===== config.mk =====
export PLATFORM = sky130hd
export DESIGN_NAME = twi_rom_slave
export DESIGN_NICKNAME = d
export VERILOG_FILES = /design/src/rtl/twi_rom_pkg.sv /design/src/rtl/twi_rom_edges.sv /design/src/rtl/twi_rom_store.sv /design/src/rtl/twi_rom_seq.sv /design/src/rtl/twi_rom_slave.sv
export SDC_FILE = /design/constraint.sdc
export NUM_CORES = 2
export LEC_CHECK = 0
export ABC_CLOCK_PERIOD_IN_PS = 2600
export BUFFER_PORTS_ARGS = -buffer_cell sky130_fd_sc_hd__buf_4
export CORE_ASPECT_RATIO = 0.5
export CORE_UTILIZATION = 25
export DETAILED_ROUTE_END_ITERATION = 10
export PLACE_DENSITY = 0.36
export SLEW_MARGIN = 20
export SYNTH_ARGS = -nofsm -noshare
export SYNTH_HDL_FRONTEND = slang
export SYNTH_SLANG_ARGS = --single-unit

===== constraint.sdc =====
create_clock -name clk -period 2.6 [get_ports clk]
set_input_delay 0.26 -clock clk [delete_from_list [all_inputs] [get_ports clk]]
set_output_delay 0.26 -clock clk [all_outputs]
set_load 0.03 [all_outputs]

===== src/rtl/twi_rom_pkg.sv =====
package twi_rom_pkg;

   // Kind of reaction the slave takes in one system cycle.
   typedef enum logic [2:0] {
      STEP_NONE,   // inputs unchanged: nothing happens
      STEP_COND,   // start or stop while clock stays high
      STEP_WAIT,   // idle, waiting for a start
      STEP_ACK,    // rising clock consumes a pending acknowledge
      STEP_CMD,    // rising clock samples a command bit
      STEP_ADR,    // rising clock samples an address bit
      STEP_DROP,   // rising clock with a changing data line
      STEP_PASS    // any other change: line is echoed
   } step_e;

endpackage


===== src/rtl/twi_rom_edges.sv =====
module twi_rom_edges (
   input  logic clk,
   input  logic rst,
   input  logic scl_now,
   input  logic sda_now,
   output logic scl_prev,
   output logic evt
);

   logic sda_prev;

   always_ff @(posedge clk) begin
      if (rst) begin
         scl_prev <= 1'b1;
         sda_prev <= 1'b1;
      end else begin
         scl_prev <= scl_now;
         sda_prev <= sda_now;
      end
   end

   // A cycle is an event when either line differs from the last sample.
   assign evt = (scl_now != scl_prev) || (sda_now != sda_prev);

endmodule


===== src/rtl/twi_rom_store.sv =====
module twi_rom_store #(
   parameter int ADDR_W = 8,
   parameter int DATA_W = 8
) (
   input  logic              clk,
   input  logic              wr_en,
   input  logic [ADDR_W-1:0] wr_addr,
   input  logic [DATA_W-1:0] wr_data,
   input  logic [ADDR_W-1:0] rd_addr,
   output logic [DATA_W-1:0] rd_data
);

   localparam int DEPTH = 1 << ADDR_W;

   logic [DATA_W-1:0] words [DEPTH];

   for (genvar g = 0; g < DEPTH; g++) begin : g_cell
      logic [DATA_W-1:0] cell_q;
      always_ff @(posedge clk) begin
         if (wr_en && (wr_addr == ADDR_W'(g))) begin
            cell_q <= wr_data;
         end
      end
      assign words[g] = cell_q;
   end

   assign rd_data = words[rd_addr];

endmodule


===== src/rtl/twi_rom_seq.sv =====
module twi_rom_seq
   import twi_rom_pkg::*;
#(
   parameter int CMD_W  = 8,
   parameter int ADDR_W = 8,
   parameter int DATA_W = 8
) (
   input  logic                 clk,
   input  logic                 rst,
   input  logic                 evt,
   input  logic                 scl_prev,
   input  logic                 scl_now,
   input  logic                 sda_now,
   input  logic [DATA_W-1:0]    rd_data,
   output logic [ADDR_W-1:0]    rd_addr,
   output logic                 line_o,
   output logic [$clog2(CMD_W+ADDR_W+2)-1:0] tick_o,
   output logic                 ack_o,
   output logic [CMD_W-1:0]     cmd_o,
   output logic                 data_msb_o
);

   localparam int CMD_END = CMD_W + 1;
   localparam int ADR_END = CMD_END + ADDR_W;
   localparam int TICK_W  = $clog2(ADR_END + 1);

   logic [TICK_W-1:0] tick_q;
   logic [CMD_W-1:0]  cmd_q;
   logic [ADDR_W-1:0] addr_q;
   logic [DATA_W-1:0] data_q;
   logic              ack_q;
   logic              line_q;

   logic              bus_cond;
   logic              frame_idle;
   logic              scl_rise;
   logic              bit_ok;
   logic [TICK_W-1:0] tick_inc;
   logic [ADDR_W-1:0] addr_nx;
   logic              line_nx;
   step_e             step;

   assign bus_cond   = evt && scl_prev && scl_now && (line_q != sda_now);
   assign frame_idle = (tick_q == '0) && !ack_q;
   assign scl_rise   = evt && !scl_prev && scl_now;
   assign bit_ok     = (line_q == sda_now);
   assign tick_inc   = tick_q + TICK_W'(1);
   assign addr_nx    = {addr_q[ADDR_W-2:0], sda_now};

   // Priority: bus condition, idle wait, non-rising change,
   // pending acknowledge, dropped bit, then the phase of the frame.
   always_comb begin
      if (!evt)                           step = STEP_NONE;
      else if (bus_cond)                  step = STEP_COND;
      else if (frame_idle)                step = STEP_WAIT;
      else if (!scl_rise)                 step = STEP_PASS;
      else if (ack_q)                     step = STEP_ACK;
      else if (!bit_ok)                   step = STEP_DROP;
      else if (tick_q < TICK_W'(CMD_END)) step = STEP_CMD;
      else if (tick_q < TICK_W'(ADR_END)) step = STEP_ADR;
      else                                step = STEP_PASS;
   end

   always_comb begin
      case (step)
         STEP_NONE: line_nx = line_q;
         STEP_ACK:  line_nx = 1'b0;
         STEP_ADR:  line_nx = cmd_q[0] ? data_q[DATA_W-1] : sda_now;
         default:   line_nx = sda_now;
      endcase
   end

   always_ff @(posedge clk) begin
      if (rst) begin
         tick_q <= '0;
         cmd_q  <= '0;
         addr_q <= '0;
         data_q <= '0;
         ack_q  <= 1'b0;
         line_q <= 1'b1;
      end else begin
         line_q <= line_nx;
         case (step)
            STEP_COND: begin
               if (!sda_now) begin
                  tick_q <= TICK_W'(1);
                  cmd_q  <= '0;
               end
            end
            STEP_ACK: begin
               ack_q <= 1'b0;
            end
            STEP_CMD: begin
               cmd_q  <= {cmd_q[CMD_W-2:0], sda_now};
               tick_q <= tick_inc;
               if (tick_inc == TICK_W'(CMD_END)) begin
                  ack_q <= 1'b1;
               end
            end
            STEP_ADR: begin
               addr_q <= addr_nx;
               if (tick_inc == TICK_W'(ADR_END)) begin
                  data_q <= rd_data;
                  ack_q  <= 1'b1;
                  tick_q <= '0;
               end else begin
                  data_q <= {data_q[DATA_W-2:0], 1'b0};
                  tick_q <= tick_inc;
               end
            end
            default: begin
            end
         endcase
      end
   end

   assign rd_addr    = addr_nx;
   assign line_o     = line_q;
   assign tick_o     = tick_q;
   assign ack_o      = ack_q;
   assign cmd_o      = cmd_q;
   assign data_msb_o = data_q[DATA_W-1];

endmodule


===== src/rtl/twi_rom_slave.sv =====
module twi_rom_slave #(
   parameter int CMD_W  = 8,
   parameter int ADDR_W = 8,
   parameter int DATA_W = 8
) (
   input  logic              clk,
   input  logic              rst,
   input  logic              scl_in,
   input  logic              sda_in,
   output logic              sda_out,
   input  logic              load_en,
   input  logic [ADDR_W-1:0] load_addr,
   input  logic [DATA_W-1:0] load_data
);

   localparam int CMD_END = CMD_W + 1;
   localparam int ADR_END = CMD_END + ADDR_W;
   localparam int TICK_W  = $clog2(ADR_END + 1);

   if (CMD_W < 2) begin : g_bad_cmd
      $error("twi_rom_slave: CMD_W must be at least 2");
   end
   if (ADDR_W < 2 || ADDR_W > 12) begin : g_bad_addr
      $error("twi_rom_slave: ADDR_W must lie in 2..12");
   end
   if (DATA_W < 2) begin : g_bad_data
      $error("twi_rom_slave: DATA_W must be at least 2");
   end

   logic              evt;
   logic              scl_prev;
   logic [TICK_W-1:0] tick;
   logic              ack_pend;
   logic [CMD_W-1:0]  cmd_q;
   logic              data_msb;
   logic [ADDR_W-1:0] rd_addr;
   logic [DATA_W-1:0] rd_data;

   twi_rom_edges u_edges (
      .clk      (clk),
      .rst      (rst),
      .scl_now  (scl_in),
      .sda_now  (sda_in),
      .scl_prev (scl_prev),
      .evt      (evt)
   );

   twi_rom_store #(
      .ADDR_W (ADDR_W),
      .DATA_W (DATA_W)
   ) u_store (
      .clk     (clk),
      .wr_en   (load_en),
      .wr_addr (load_addr),
      .wr_data (load_data),
      .rd_addr (rd_addr),
      .rd_data (rd_data)
   );

   twi_rom_seq #(
      .CMD_W  (CMD_W),
      .ADDR_W (ADDR_W),
      .DATA_W (DATA_W)
   ) u_seq (
      .clk        (clk),
      .rst        (rst),
      .evt        (evt),
      .scl_prev   (scl_prev),
      .scl_now    (scl_in),
      .sda_now    (sda_in),
      .rd_data    (rd_data),
      .rd_addr    (rd_addr),
      .line_o     (sda_out),
      .tick_o     (tick),
      .ack_o      (ack_pend),
      .cmd_o      (cmd_q),
      .data_msb_o (data_msb)
   );

endmodule


==> key figures <==
Outcome
  – Status: finished with violations
  – Failing checks: setup timing

Synth
  – Syn Area/Cell: 20.5 um2
  – Sequential area share after synthesis: 76.4%
  – Mapped cell area: 81100 um2
  – Simple-gate portion of the synthesized area: 3.54%
  – Post-synthesis cell type count: 69
  – Adder-cell share of the synthesized area: 0.0463%
  – Cells after synthesis: 3955
  – Top FF cell, synth: edfxtp_1
  – Mux contribution to synthesized area: 15.3%
  – Post-Synthesis Net Count: 3979
  – Complex-gate fraction of the synthesized area: 2.89%
  – Ys Warns: 0
  – Post-synthesis register bit count: 2073
  – Post-synthesis xor/xnor area fraction: 0.0216%
  – Asr flop ratio synth: 0%
  – Number of synthesized flops with an enable pin: 2048
  – Main combinational cell family by area after synthesis: multiplexers

CTS
  – CTS max path bufs: 4
  – Worst-path clk slew: 60 ps
  – Inserted Clock Buffers: 212
  – CTS sink cnt: 2073
  – Clk_lat worst skew: 880 ps
  – CTS tree: yes
  – H-tree levels: 4
  – CTS Root Cell: clkbuf_16

Power
  – Pwr per Cell Area: 672 nW/um2
  – Seq pwr share: 53.4%
  – Comb power frac: 3.5%
  – Leak: 0.0329 uW
  – Sw Share: 21.5%
  – Pint: 54000 uW
  – Net Switching: 14800 uW
  – Worst vdd ir: 0.000517 V
  – Clock share of power: 43.0%

Critical path
  – Critical-path top delay cell: or4_1
  – Crit-path cells: buf_12 > buf_4 > nor2b_1 > buf_4 > a22oi_1 > a21oi_4 > or4_1 > nor3b_4 > a31o_1
  – WS Path Type: flip-flop to flip-flop
  – CP dominant cell by count: buf_4
  – Slowest stage delay, CP: 560 ps
  – Critical path buffers and inverters: 3
  – Worst path top cell family by delay: compound AO/OA/AOI/OAI gates
  – CP arrival: 3600 ps
  – Worst-path fanout max: 7
  – Required @ worst endpoint: 3360 ps
  – Startpoint Class: flip-flop
  – Element type at the critical path end: flip-flop

Drt
  – Remaining DRCs: 0
  – Via count: 44359
  – Wire per inst: 30.9 um
  – Antenna Violating Nets Remaining: 0
  – DR vias/cell: 4.70
  – DR pass1 iterations: 5
  – Iter 0 DRT Violations: 4557
  – Post-Route WL: 291 mm

Timing
  – Post-route clock period utilization: 109%
  – RSZ-0062 raised after global routing: yes
  – Worst-margin pin slew: 877 ps
  – Final Hold Viols: 0
  – Final setup margin: -234 ps
  – Clk_skew: 51.2 ps
  – Final min period: 2830 ps
  – Final max-slew violation count: 0
  – Relative slew margins: 41.5%
  – Achievable clock frequency: 353 MHz
  – # setup viols final: 8

Die
  – Core area: 322000 um2
  – Die area: 327000 um2
  – Die Y: 405 um
  – # IOs: 22
  – Initial Util: 25.2%
  – Die width: 808 um
  – Cell Rows: 147

Global routing
  – Largest net degree at the start of global routing: 92
  – Gr ovfl total: 0
  – First-pass GRT wire length: 393 mm
  – Vias in the first global route: 45029
  – Initial antenna violation count: 24
  – GRT Overall Usage: 17.4%

Cells and area
  – Finished Core Util: 31.8%
  – Filler cell count: 31015
  – Most common cell after layout, fill and taps aside: edfxtp_1
  – Share of layout cells above drive strength 1: 38.0%
  – Most frequent cells in the layout: edfxtp_1, buf_4, mux4_2
  – Layout area overhead: 26.2%
  – Fin nets: 4972
  – Reg area: 62000 um2
  – Footprint of the multi-input gates: 18600 um2

Placed design
  – Place WS: -1090 ps
  – Port-buffer cells: 21
  – HPWL reported at the end of detailed placement: 197 mm
  – Gp weighted congestion: 0.814

Run
  – Maxcap violations: 0

Worst hold path
  – HP Class: input pin to flip-flop
## per-stage QoR
| stage | power, uW | instance area, um2 | std cells | hold WS [ps] | TNS, ps |
|---|---|---|---|---|---|
| floorplan | 38500 | 81100 | 3955 | 359 | 0 |
| global route | 70900 | 102000 | 9432 | 45.0 | -1800 |
| finish | 68800 | 102000 | 9435 | 53.2 | -1440 |
| detailed placement | 39900 | 93600 | 8960 | 483 | -8730 |
| CTS | 69700 | 102000 | 9398 | 11.9 | -1810 |
| global placement | 39900 | 93600 | 8960 | 485 | -8460 |
## routing by layer
metal	part of all wire [%]	up-vias	wire [um]	track usage, %
met2	45	1353	130000	26.8
met1	47	24281	138000	25.8
met3	6.3	313	18300	3.02
met4	1.9	4	5430	3.27
met5	0.0079	-	23	0
li1	-	18408	-	-
## cells in the mapped netlist, types with 14 or more instances
cell type	count	area, um2
a22oi_1	33	248
buf_2	55	275
buf_6	45	507
o221ai_1	21	184
nor3_1	36	180
dfxtp_1	25	500
mux2i_1	130	1300
a31oi_1	14	87.6
a211oi_1	18	135
nand3_1	48	240
o21ai_0	32	160
buf_4	20	150
nor2_1	296	1110
nand2b_1	20	125
mux2_2	17	191
clkbuf_1	97	364
mux4_2	483	10900
a21oi_1	62	310
nand2_1	173	649
edfxtp_1	2048	61500
nor2b_1	24	150
and2_1	17	106
o22ai_1	66	413
## timing repair
item                       CTS  global route
pin swaps                   33            35
resized for setup          158           107
hold endpoints to repair   139            12
gates cloned                 7             5
setup endpoints to repair   10            12
hold buffers                 6             1
buffers inserted            48            35
## path summary, 6_finish.rpt
check	startpoint	end	cells after the start	slack [ps]
max	u_seq.addr_q[0]	u_seq.data_q[4]	9	-230
min	load_data[7]	u_store.g_cell[158].cell_q[7]	1	50
max reg2reg	u_seq.addr_q[0]	u_seq.data_q[4]	9	-230
min reg2reg	u_seq.cmd_o[0]	u_seq.cmd_o[0]	2	560
## cell type report
cell class / instances / share of cell area (%)
inverter: 11 / 0.0464
clock inverter: 121 / 0.931
tap: 4321 / 5.28
clock buffer: 256 / 5.40
multi-input combinational: 1638 / 18.2
sequential: 2073 / 60.6
antenna: 3 / 0.00733
timing repair buffer: 1012 / 9.62
## sequential cells by signal, summed over array words and instances, names as in the netlist
| signal | cells |
|---|---|
| u_seq.line_o | 1 |
| u_edges.scl_prev | 1 |
| u_store.g_cell.cell_q | 2048 |
| u_seq.cmd_o | 1 |
| u_seq.tick_o | 5 |
| u_edges.sda_prev | 1 |
| u_seq.ack_o | 1 |
| u_seq.data_q | 8 |
| u_seq.addr_q | 7 |
## power by group through the flow
stage	Clock, uW	Combinational (uW)	Sequential (uW)
after floorplan	0	982	37500
after CTS	30400	2450	36800
final	29600	2420	36800
after global routing	31500	2560	36800
after detailed placement	0	2420	37500
after global placement	0	2380	37500
## worst register-to-register path, cell delays in order, from the launching register on
cell and delay (ps):
dfxtp_4 490, buf_12 230, buf_4 200, nor2b_1 80, buf_4 160, a22oi_1 440
a21oi_4 200, or4_1 560, nor3b_4 190, a31o_1 200
## cells by family after synthesis
logic type,count (synthesis)
AOI/OAI and AO/OA,340
xor gates and xnor gates,2
adders and majority gates,3
buffers and inverters,244
DFF,2073
muxes,632
and+or+nand+nor,661
(Power assumes the default switching activity.)
